$ cat src/rtl/rowsched_pkg.sv
package rowsched_pkg;
  parameter int NUM_ENTRIES  = 8;
  parameter int NUM_BANKS    = 4;
  parameter int ROW_W        = 16;
  parameter int COL_W        = 7;
  parameter int TID_W        = 2;
  parameter int SEQ_W        = 16;
  parameter int LAT_HIT      = 2;
  parameter int LAT_EMPTY    = 6;
  parameter int LAT_CONFLICT = 10;

  localparam int IDX_W  = $clog2(NUM_ENTRIES);
  localparam int BANK_W = $clog2(NUM_BANKS);
  localparam int CNT_W  = $clog2(LAT_CONFLICT + 1);

  typedef enum logic [1:0] {
    KIND_EMPTY    = 2'd0,
    KIND_HIT      = 2'd1,
    KIND_CONFLICT = 2'd2
  } accKind_e;

  typedef struct packed {
    logic [TID_W-1:0]  tid;
    logic [BANK_W-1:0] bank;
    logic [ROW_W-1:0]  row;
    logic [COL_W-1:0]  col;
  } memReq_t;

  typedef struct packed {
    logic             accept;
    logic [IDX_W-1:0] allocIdx;
    logic             issue;
    logic [IDX_W-1:0] issueIdx;
    accKind_e         issueKind;
  } schedStrobe_t;

  function automatic logic [CNT_W-1:0] holdCycles(accKind_e k);
    case (k)
      KIND_HIT:      holdCycles = CNT_W'(LAT_HIT - 1);
      KIND_EMPTY:    holdCycles = CNT_W'(LAT_EMPTY - 1);
      default:       holdCycles = CNT_W'(LAT_CONFLICT - 1);
    endcase
  endfunction

  function automatic logic isOlder(logic [SEQ_W-1:0] a, logic [SEQ_W-1:0] b);
    logic [SEQ_W-1:0] diff;
    diff = a - b;
    isOlder = diff[SEQ_W-1];
  endfunction
endpackage

$ cat src/rtl/rowsched_dp.sv
module rowsched_dp
  import rowsched_pkg::*;
(
  input  logic                   clk,
  input  logic                   rstN,
  input  memReq_t                reqIn,
  input  schedStrobe_t           strb,
  output logic [NUM_ENTRIES-1:0] entValid,
  output memReq_t                entReq [NUM_ENTRIES],
  output logic [SEQ_W-1:0]       entSeq [NUM_ENTRIES],
  output logic [NUM_BANKS-1:0]   openValid,
  output logic [ROW_W-1:0]       openRow [NUM_BANKS],
  output logic [NUM_BANKS-1:0]   bankIdle
);
  logic [SEQ_W-1:0] seqCtr;
  memReq_t          issReq;

  assign issReq = entReq[strb.issueIdx];

  always_ff @(posedge clk or negedge rstN) begin
    if (!rstN)            seqCtr <= '0;
    else if (strb.accept) seqCtr <= seqCtr + 1'b1;
  end

  for (genvar e = 0; e < NUM_ENTRIES; e++) begin : g_slot
    logic             slotValid;
    memReq_t          slotReq;
    logic [SEQ_W-1:0] slotSeq;

    always_ff @(posedge clk or negedge rstN) begin
      if (!rstN) begin
        slotValid <= 1'b0;
        slotReq   <= '0;
        slotSeq   <= '0;
      end else if (strb.issue && strb.issueIdx == IDX_W'(e)) begin
        slotValid <= 1'b0;
      end else if (strb.accept && strb.allocIdx == IDX_W'(e)) begin
        slotValid <= 1'b1;
        slotReq   <= reqIn;
        slotSeq   <= seqCtr;
      end
    end

    assign entValid[e] = slotValid;
    assign entReq[e]   = slotReq;
    assign entSeq[e]   = slotSeq;
  end

  for (genvar b = 0; b < NUM_BANKS; b++) begin : g_bank
    logic             rowOpen;
    logic [ROW_W-1:0] rowReg;
    logic [CNT_W-1:0] busyCnt;

    always_ff @(posedge clk or negedge rstN) begin
      if (!rstN) begin
        rowOpen <= 1'b0;
        rowReg  <= '0;
        busyCnt <= '0;
      end else if (strb.issue && issReq.bank == BANK_W'(b)) begin
        rowOpen <= 1'b1;
        rowReg  <= issReq.row;
        busyCnt <= holdCycles(strb.issueKind);
      end else if (busyCnt != '0) begin
        busyCnt <= busyCnt - 1'b1;
      end
    end

    assign openValid[b] = rowOpen;
    assign openRow[b]   = rowReg;
    assign bankIdle[b]  = (busyCnt == '0);
  end
endmodule

$ cat src/rtl/rowsched_ctrl.sv
module rowsched_ctrl
  import rowsched_pkg::*;
(
  input  logic                   reqValid,
  input  logic [NUM_BANKS-1:0]   bankReady,
  input  logic [NUM_ENTRIES-1:0] entValid,
  input  memReq_t                entReq [NUM_ENTRIES],
  input  logic [SEQ_W-1:0]       entSeq [NUM_ENTRIES],
  input  logic [NUM_BANKS-1:0]   openValid,
  input  logic [ROW_W-1:0]       openRow [NUM_BANKS],
  input  logic [NUM_BANKS-1:0]   bankIdle,
  output logic                   reqReady,
  output schedStrobe_t           strb
);
  logic             anyFree;
  logic [IDX_W-1:0] freeIdx;
  logic             bestFound;
  logic             bestHit;
  logic [IDX_W-1:0] bestIdx;
  logic [SEQ_W-1:0] bestSeq;

  always_comb begin
    anyFree = 1'b0;
    freeIdx = '0;
    for (int e = NUM_ENTRIES - 1; e >= 0; e--) begin
      if (!entValid[e]) begin
        anyFree = 1'b1;
        freeIdx = IDX_W'(e);
      end
    end
  end

  always_comb begin
    logic elig;
    logic hit;
    bestFound = 1'b0;
    bestHit   = 1'b0;
    bestIdx   = '0;
    bestSeq   = '0;
    for (int e = 0; e < NUM_ENTRIES; e++) begin
      elig = entValid[e] && bankIdle[entReq[e].bank] && bankReady[entReq[e].bank];
      hit  = openValid[entReq[e].bank] && (openRow[entReq[e].bank] == entReq[e].row);
      if (elig && (!bestFound || (hit && !bestHit) ||
                   (hit == bestHit && isOlder(entSeq[e], bestSeq)))) begin
        bestFound = 1'b1;
        bestHit   = hit;
        bestIdx   = IDX_W'(e);
        bestSeq   = entSeq[e];
      end
    end
  end

  always_comb begin
    reqReady       = anyFree;
    strb.accept    = reqValid && anyFree;
    strb.allocIdx  = freeIdx;
    strb.issue     = bestFound;
    strb.issueIdx  = bestIdx;
    if (!openValid[entReq[bestIdx].bank]) strb.issueKind = KIND_EMPTY;
    else if (bestHit)                     strb.issueKind = KIND_HIT;
    else                                  strb.issueKind = KIND_CONFLICT;
  end
endmodule

$ cat src/rtl/rowhit_sched.sv
module rowhit_sched
  import rowsched_pkg::*;
(
  input  logic                 clk,
  input  logic                 rstN,
  input  logic                 reqValid,
  output logic                 reqReady,
  input  logic [TID_W-1:0]     reqTid,
  input  logic [BANK_W-1:0]    reqBank,
  input  logic [ROW_W-1:0]     reqRow,
  input  logic [COL_W-1:0]     reqCol,
  input  logic [NUM_BANKS-1:0] bankReady,
  output logic                 issValid,
  output logic [TID_W-1:0]     issTid,
  output logic [BANK_W-1:0]    issBank,
  output logic [ROW_W-1:0]     issRow,
  output logic [COL_W-1:0]     issCol,
  output logic [1:0]           issKind
);
  schedStrobe_t           strb;
  memReq_t                reqIn;
  logic [NUM_ENTRIES-1:0] entValid;
  memReq_t                entReq [NUM_ENTRIES];
  logic [SEQ_W-1:0]       entSeq [NUM_ENTRIES];
  logic [NUM_BANKS-1:0]   openValid;
  logic [ROW_W-1:0]       openRow [NUM_BANKS];
  logic [NUM_BANKS-1:0]   bankIdle;
  memReq_t                outReq;

  assign reqIn = '{tid: reqTid, bank: reqBank, row: reqRow, col: reqCol};

  rowsched_ctrl u_ctrl (
    .reqValid (reqValid),
    .bankReady(bankReady),
    .entValid (entValid),
    .entReq   (entReq),
    .entSeq   (entSeq),
    .openValid(openValid),
    .openRow  (openRow),
    .bankIdle (bankIdle),
    .reqReady (reqReady),
    .strb     (strb)
  );

  rowsched_dp u_dp (
    .clk      (clk),
    .rstN     (rstN),
    .reqIn    (reqIn),
    .strb     (strb),
    .entValid (entValid),
    .entReq   (entReq),
    .entSeq   (entSeq),
    .openValid(openValid),
    .openRow  (openRow),
    .bankIdle (bankIdle)
  );

  assign outReq   = entReq[strb.issueIdx];
  assign issValid = strb.issue;
  assign issTid   = outReq.tid;
  assign issBank  = outReq.bank;
  assign issRow   = outReq.row;
  assign issCol   = outReq.col;
  assign issKind  = strb.issueKind;
endmodule

$ cat config.mk
export PLATFORM = sky130hd
export DESIGN_NAME = rowhit_sched
export DESIGN_NICKNAME = d
export VERILOG_FILES = /design/src/rtl/rowsched_pkg.sv /design/src/rtl/rowsched_dp.sv /design/src/rtl/rowsched_ctrl.sv /design/src/rtl/rowhit_sched.sv
export SDC_FILE = /design/constraint.sdc
export NUM_CORES = 1
export LEC_CHECK = 0
export BUFFER_PORTS_ARGS = -buffer_cell sky130_fd_sc_hd__buf_2
export CAP_MARGIN = 20
export CORE_MARGIN = 3
export CORE_UTILIZATION = 64
export DETAILED_ROUTE_END_ITERATION = 8
export PLACE_DENSITY = 0.77
export SETUP_SLACK_MARGIN = 0.3
export SYNTH_ARGS = -nofsm -noshare
export SYNTH_HDL_FRONTEND = slang
export SYNTH_HIERARCHICAL = 1
export SYNTH_SLANG_ARGS = --single-unit
$ cat constraint.sdc
create_clock -name clk -period 29.6 [get_ports clk]
set_clock_uncertainty 0.15 [all_clocks]
set_input_delay 2.96 -clock clk [delete_from_list [all_inputs] [get_ports clk]]
set_output_delay 2.96 -clock clk [all_outputs]
set_load 0.01 [all_outputs]
After elaboration in Yosys (flattened, before gate mapping)
Index checks and enable logic that the tools add are counted.
{ "word_totals": {"output_inout_bits": 31, "wordCells": 417, "in_bits": 34, "ff_bits": 452} }
{ "classes": {"mux": 150, "bitwise_logic": 17, "reduce_logical": 126, "addsub": 12, "n_eq_ne": 33, "order_cmp": 18} }
{ "op_table": {"columns": ["op", "count"], "rows": [
  ["16-bit 2-to-1 mux", 23],
  ["16-bit binary-select mux with 2-bit select", 8],
  ["16-bit == test", 8],
  ["16-bit subtractor", 7],
  ["27-bit binary-select mux with 3-bit select", 1],
  ["1-bit logical AND", 66],
  ["1-bit 2-to-1 mux", 66],
  ["27-bit 2-to-1 mux", 2],
  ["1-bit binary-select mux with 2-bit select", 25],
  ["3-bit 2-to-1 mux", 12],
  ["4-bit 2-to-1 mux", 8],
  ["2-bit by 3-bit < comparator with 1-bit output (second input constant)", 9],
  ["3-bit == test (second input constant)", 8],
  ["3-bit greater-or-equal comparator (second input constant)", 8],
  ["2-bit inverter with 3-bit output", 8],
  ["2-bit nonzero test", 12],
  ["16-bit by 1-bit adder with 16-bit output (second input constant)", 1],
  ["4-bit logical NOT", 4],
  ["2-bit AND reduction", 8],
  ["4-bit nonzero test", 4],
  ["4-bit by 1-bit subtractor with 4-bit output (second input constant)", 4],
  ["1-bit logical NOT", 14],
  ["1-bit logical OR", 14],
  ["3-bit by 2-bit == test with 1-bit output (second input constant)", 4],
  ["11 further kinds", 32]
]} }

Logic depth before layout (Yosys ltp)
{ "depth": {"depth_word": 59, "mapped_depth": 125, "mapped_depth_nobuf": 108} }

Hierarchy
Netlist, hierarchy kept.
{ "by_module_without_submodules": {"columns": ["module", "instances", "area_each_um2", "cells_per_inst", "seq_area_each_um2"], "rows": [
  ["rowsched_dp", 1, 18477.7, 1159, 11310.8],
  ["rowsched_ctrl", 1, 9761.9, 1094, 0.0],
  ["rowhit_sched", 1, 1826.8, 96, 0.0]
]} }

Worst setup path before layout
Ideal clock, no wire load.
{ "synth_path": {"kind": "input -> output", "start": "input bankReady[3]", "end": "output issKind[1]", "t_arrival_ps": 23931, "cell_stages": 112, "path_slack_ps": 2559, "n_path_buf": 17, "t_required_ps": 26490, "path_cell_list": "nand2_1 mux4_2 nor2b_1 clkbuf_1 clkbuf_1 nand2_1 ha_1 nand4_1 nor4_1 o21ai_0 a311o_1 a31o_1 buf_6 clkbuf_1 clkbuf_1 a21oi_1 ha_1 a211oi_1 [... 76 more ...] a21oi_1 ha_1 a21o_1 a21oi_1 nor2b_1 o21ai_0 nand2b_1 a21oi_1 nor2b_1 o21ai_0 nand2_1 a311oi_4 mux2_4 nor4_2 a31oi_1 a22o_1 mux2i_1 a211oi_1"} }
{ "synth_via": {"elab_chain_cells": 53, "elab_cells_between_ends": 124, "cone_classes": "add/sub: 7; eq/ne: 7; mux: 52; bitwise: 1; reduce/logical: 57"} }
{ "synth_rtl": {"columns": ["item", "line", "rtl"], "rows": [
  ["from (decl)", "rowhit_sched.sv:12", "input logic [NUM_BANKS-1:0] bankReady,"],
  ["branches (longest 52 deep; another with 16-bit subtractor)", null, null],
  ["2-bit 2-to-1 mux (*)", "rowsched_ctrl.sv:59", "if (!openValid[entReq[bestIdx].bank]) strb.issueKind = KIND_EMPTY;"],
  ["to (decl)", "rowhit_sched.sv:18", "output logic [1:0] issKind"]
]} }
Every way passes the cells marked *. The select of a mux whose other input is x is not followed.

==> key figures <==
Drt
  • Starting DRT DRC Count: 2303
  • DRT antenna net count: 0
  • # DRC: 0
  • Detailed-router iteration count before antenna repair: 5
  • Via count: 21200
  • Vias per cell: 7.05
  • Routed WL: ~84000 um
  • Drt wl/cell: 27.9 um

Timing
  • Fin crit share: 92.2%
  • Final hold vios: 0
  • Endpoints failing setup: 0
  • Max Slew Vio Count: 0
  • Least-Margin Pin Slew: approximately 1.0 ns
  • Final min period: 27.31 ns
  • Fmax: 0.0366 GHz
  • Final TNS setup: 0 ns
  • Max_slew headroom: 33.0%
  • RSZ-0062 raised after global routing: no

Final layout
  • Share of cells above drive strength 1: 37.0%
  • Fillers: 3117
  • Multi-input combinational cell area: 17800 um^2
  • Nets: 2510
  • Reg area: 11300 um^2
  • Layout area overhead: 8.74%

Clocking
  • Clock latency on the worst-skew pair: 0.63 ns
  • Clock tree from TritonCTS: built
  • Clk Tree Root Cell: clkbuf_16
  • Clock tree sinks: roughly 450
  • CTS Buf Count: 50
  • Hold-fix buffers at CTS: 0
  • Clk slew on worst S/H paths: ~0.050 ns
  • Clk buf depth: 3
  • Htree depth: 2

Logic synthesis
  • Seq/Total Area, Yosys: roughly 38%
  • Post-Syn Area per Cell: 12.8 um^2
  • Ys async rst share: between 90% and 100%
  • Gate Count Post-Synth: about 2300
  • #FFs+latches synth: 452
  • Synth cell types: 87
  • Yosys warns: 6
  • Number of synthesized flops with an enable pin: 0
  • Mapped Area: 30100 um^2
  • Post-synth net total: 2493
  • Top FF cell, synth: dfrtp_1

Place
  • IO buf count: 64
  • DP Wirelength: approximately 56000 um
  • Gpl congestion: 0.962

Setup path
  • Critical Path AT: approximately 24 ns
  • R2R cell count: 99
  • Type of origin of the critical path: input pin
  • Crit-path max FO: 28
  • Critical Path End Type: output pin
  • Reg2reg start: u_dp/entReq[212]$_DFFE_PN0P_
  • WP data required: ~26 ns
  • R2r setup slk: 5.48 ns
  • Slowest-stage cell, CP: mux4_2
  • CP startpoint: bankReady[3]
  • CP Class: input pin to output pin
  • Crit Reg-Reg Endpoint: u_dp/g_bank[0].rowReg[15]$_DFFE_PN0P_
  • Slowest Stage Delay on Critical Path: around 0.56 ns

Die
  • Floorplan row count: just under 80
  • Ports: 65
  • Initial Utilization: 65.5%
  • Overall die width: 223 um
  • Die Y: 223 um
  • Full die area: approximately 50000 um^2
  • Core area: 45900 um^2

GRT
  • Initial antenna violation count: 2
  • Vias in the first global route: 21700
  • Largest net degree at the start of global routing: a little under 100
  • Global-route wire length before repair: 129000 um
  • Total GRT Usage: about a third
  • GRT Residual Overflow: 0

Min path
  • Start point of the worst hold path: u_dp/entReq[214]$_DFFE_PN0P_
  • Hold endpoint: u_dp/entReq[214]$_DFFE_PN0P_
  • Hold Path Class: flip-flop to flip-flop
  • Worst hold stages: 1

Status
  • Outcome: complete, no violations

Flow run
  • Max_cap viols: 0
-- layout make-up --
type                       count  share of cell area, %
antenna                        1                0.00765
clock buffer                  70                   4.49
clock inverter                20                  0.792
inverter                      79                  0.911
multi-input combinational   1668                   54.5
sequential                   452                   34.6
tap                          600                   2.30
timing repair buffer         115                   2.42
-- layer usage --
metal  global-route usage, %  vias to the layer above  routed length [um]
li1                        -                     8953                   -
met1                    43.3                    10800               31600
met2                    54.6                     1108               40300
met3                    6.51                      311                6920
met4                    17.2                        2                4930
met5                       0                        -                  13
-- logic make-up after synthesis --
logic type	count (synthesis)	share of synthesized area [%]
mux	744	37.3
compound gates	252	5.56
buf+inv	229	3.57
simple gates	412	6.97
xor+xnor	150	4.39
fa+ha+maj	110	4.58
flops	452	37.6
-- Yosys cell counts, drive strengths merged (7+ instances only) --
cell | number | share of area, %
a211oi | 12 | 0.40
a21o | 22 | 0.55
a21oi | 92 | 1.5
a31oi | 7 | 0.15
and2 | 18 | 0.38
and4 | 10 | 0.29
buf | 88 | 1.8
clkbuf | 62 | 0.78
dfrtp | 452 | 38
ha | 110 | 4.6
inv | 79 | 0.99
mux2 | 478 | 18
mux2i | 34 | 1.1
mux4 | 232 | 18
nand2 | 102 | 1.3
nand2b | 21 | 0.44
nand3 | 29 | 0.48
nand4 | 44 | 0.92
nor2 | 95 | 1.2
nor2b | 27 | 0.56
nor3 | 23 | 0.40
nor4 | 12 | 0.29
o211ai | 10 | 0.30
o21a | 10 | 0.25
o21ai | 49 | 0.82
or2 | 8 | 0.17
or3 | 8 | 0.17
xnor2 | 119 | 3.5
xor2 | 31 | 0.93
-- timing repair --
item	CTS	global route
setup endpoints to repair	0	29
resized for setup	0	10
buffers inserted	0	3
endpoints found under the hold margin	0	0
-- worst max-delay path by stage --
stage | slack [ns] | to | cells after the start
2_1_floorplan | 2.56 | issKind[1] | 112
3_3_place_gp | 1.56 | issRow[5] | 95
3_5_place_dp | 0.96 | issRow[5] | 96
4_1_cts | 0.86 | issRow[7] | 95
5_1_grt | 0.36 | issKind[1] | 107
6_report | 2.29 | issKind[1] | 102
-- sequential cells by signal (all words and copies together), names as in the netlist --
register	cells
u_dp/g_bank.busyCnt	16
u_dp/g_bank.rowOpen	4
u_dp/entReq	216
u_dp/g_bank.rowReg	64
u_dp/g_slot.slotSeq	128
u_dp/seqCtr	16
u_dp/g_slot.slotValid	8
-- layout by cell type, fill, tap and decap left out, types with 30 or more instances in the layout --
master	Yosys	routed
dfrtp_1	452	452
mux2_2	449	449
mux4_2	178	178
xnor2_1	119	119
ha_1	110	110
nand2_1	102	96
nor2_1	94	94
a21oi_1	92	91
inv_1	78	77
buf_2	42	63
mux4_1	54	54
clkbuf_16	0	51
buf_4	18	46
nand4_1	44	44
o21ai_0	43	43
mux2i_1	33	33
xor2_1	30	30
-- per-stage QoR --
stage	hold slack (ns)	std cells	setup WS (ns)	utilization [%]	area (um^2)
finish	0.348	3005	2.29	71.3	32700
global route	0.362	3004	0.364	71.3	32700
CTS	0.352	2999	0.857	71.0	32600
detailed placement	0.339	2909	0.960	67.2	30800
global placement	0.329	2909	1.56	67.2	30800
floorplan	0.286	2349	2.56	-	30100
-- worst max-delay path, delay by kind of cell --
kind | cells | cell delay (ns)
multiplexers | 5 | 1.80
adder cells (fa/ha/maj) | 7 | 1.95
buffers and inverters | 12 | 2.11
XOR/XNOR | 1 | 0.13
AO/OA/AOI/OAI | 47 | 9.85
AND/OR/NAND/NOR | 30 | 5.26
Power is left out: the tool's default activity adds up to more than one toggle a clock period on the data nets, which glitch-free logic cannot reach.
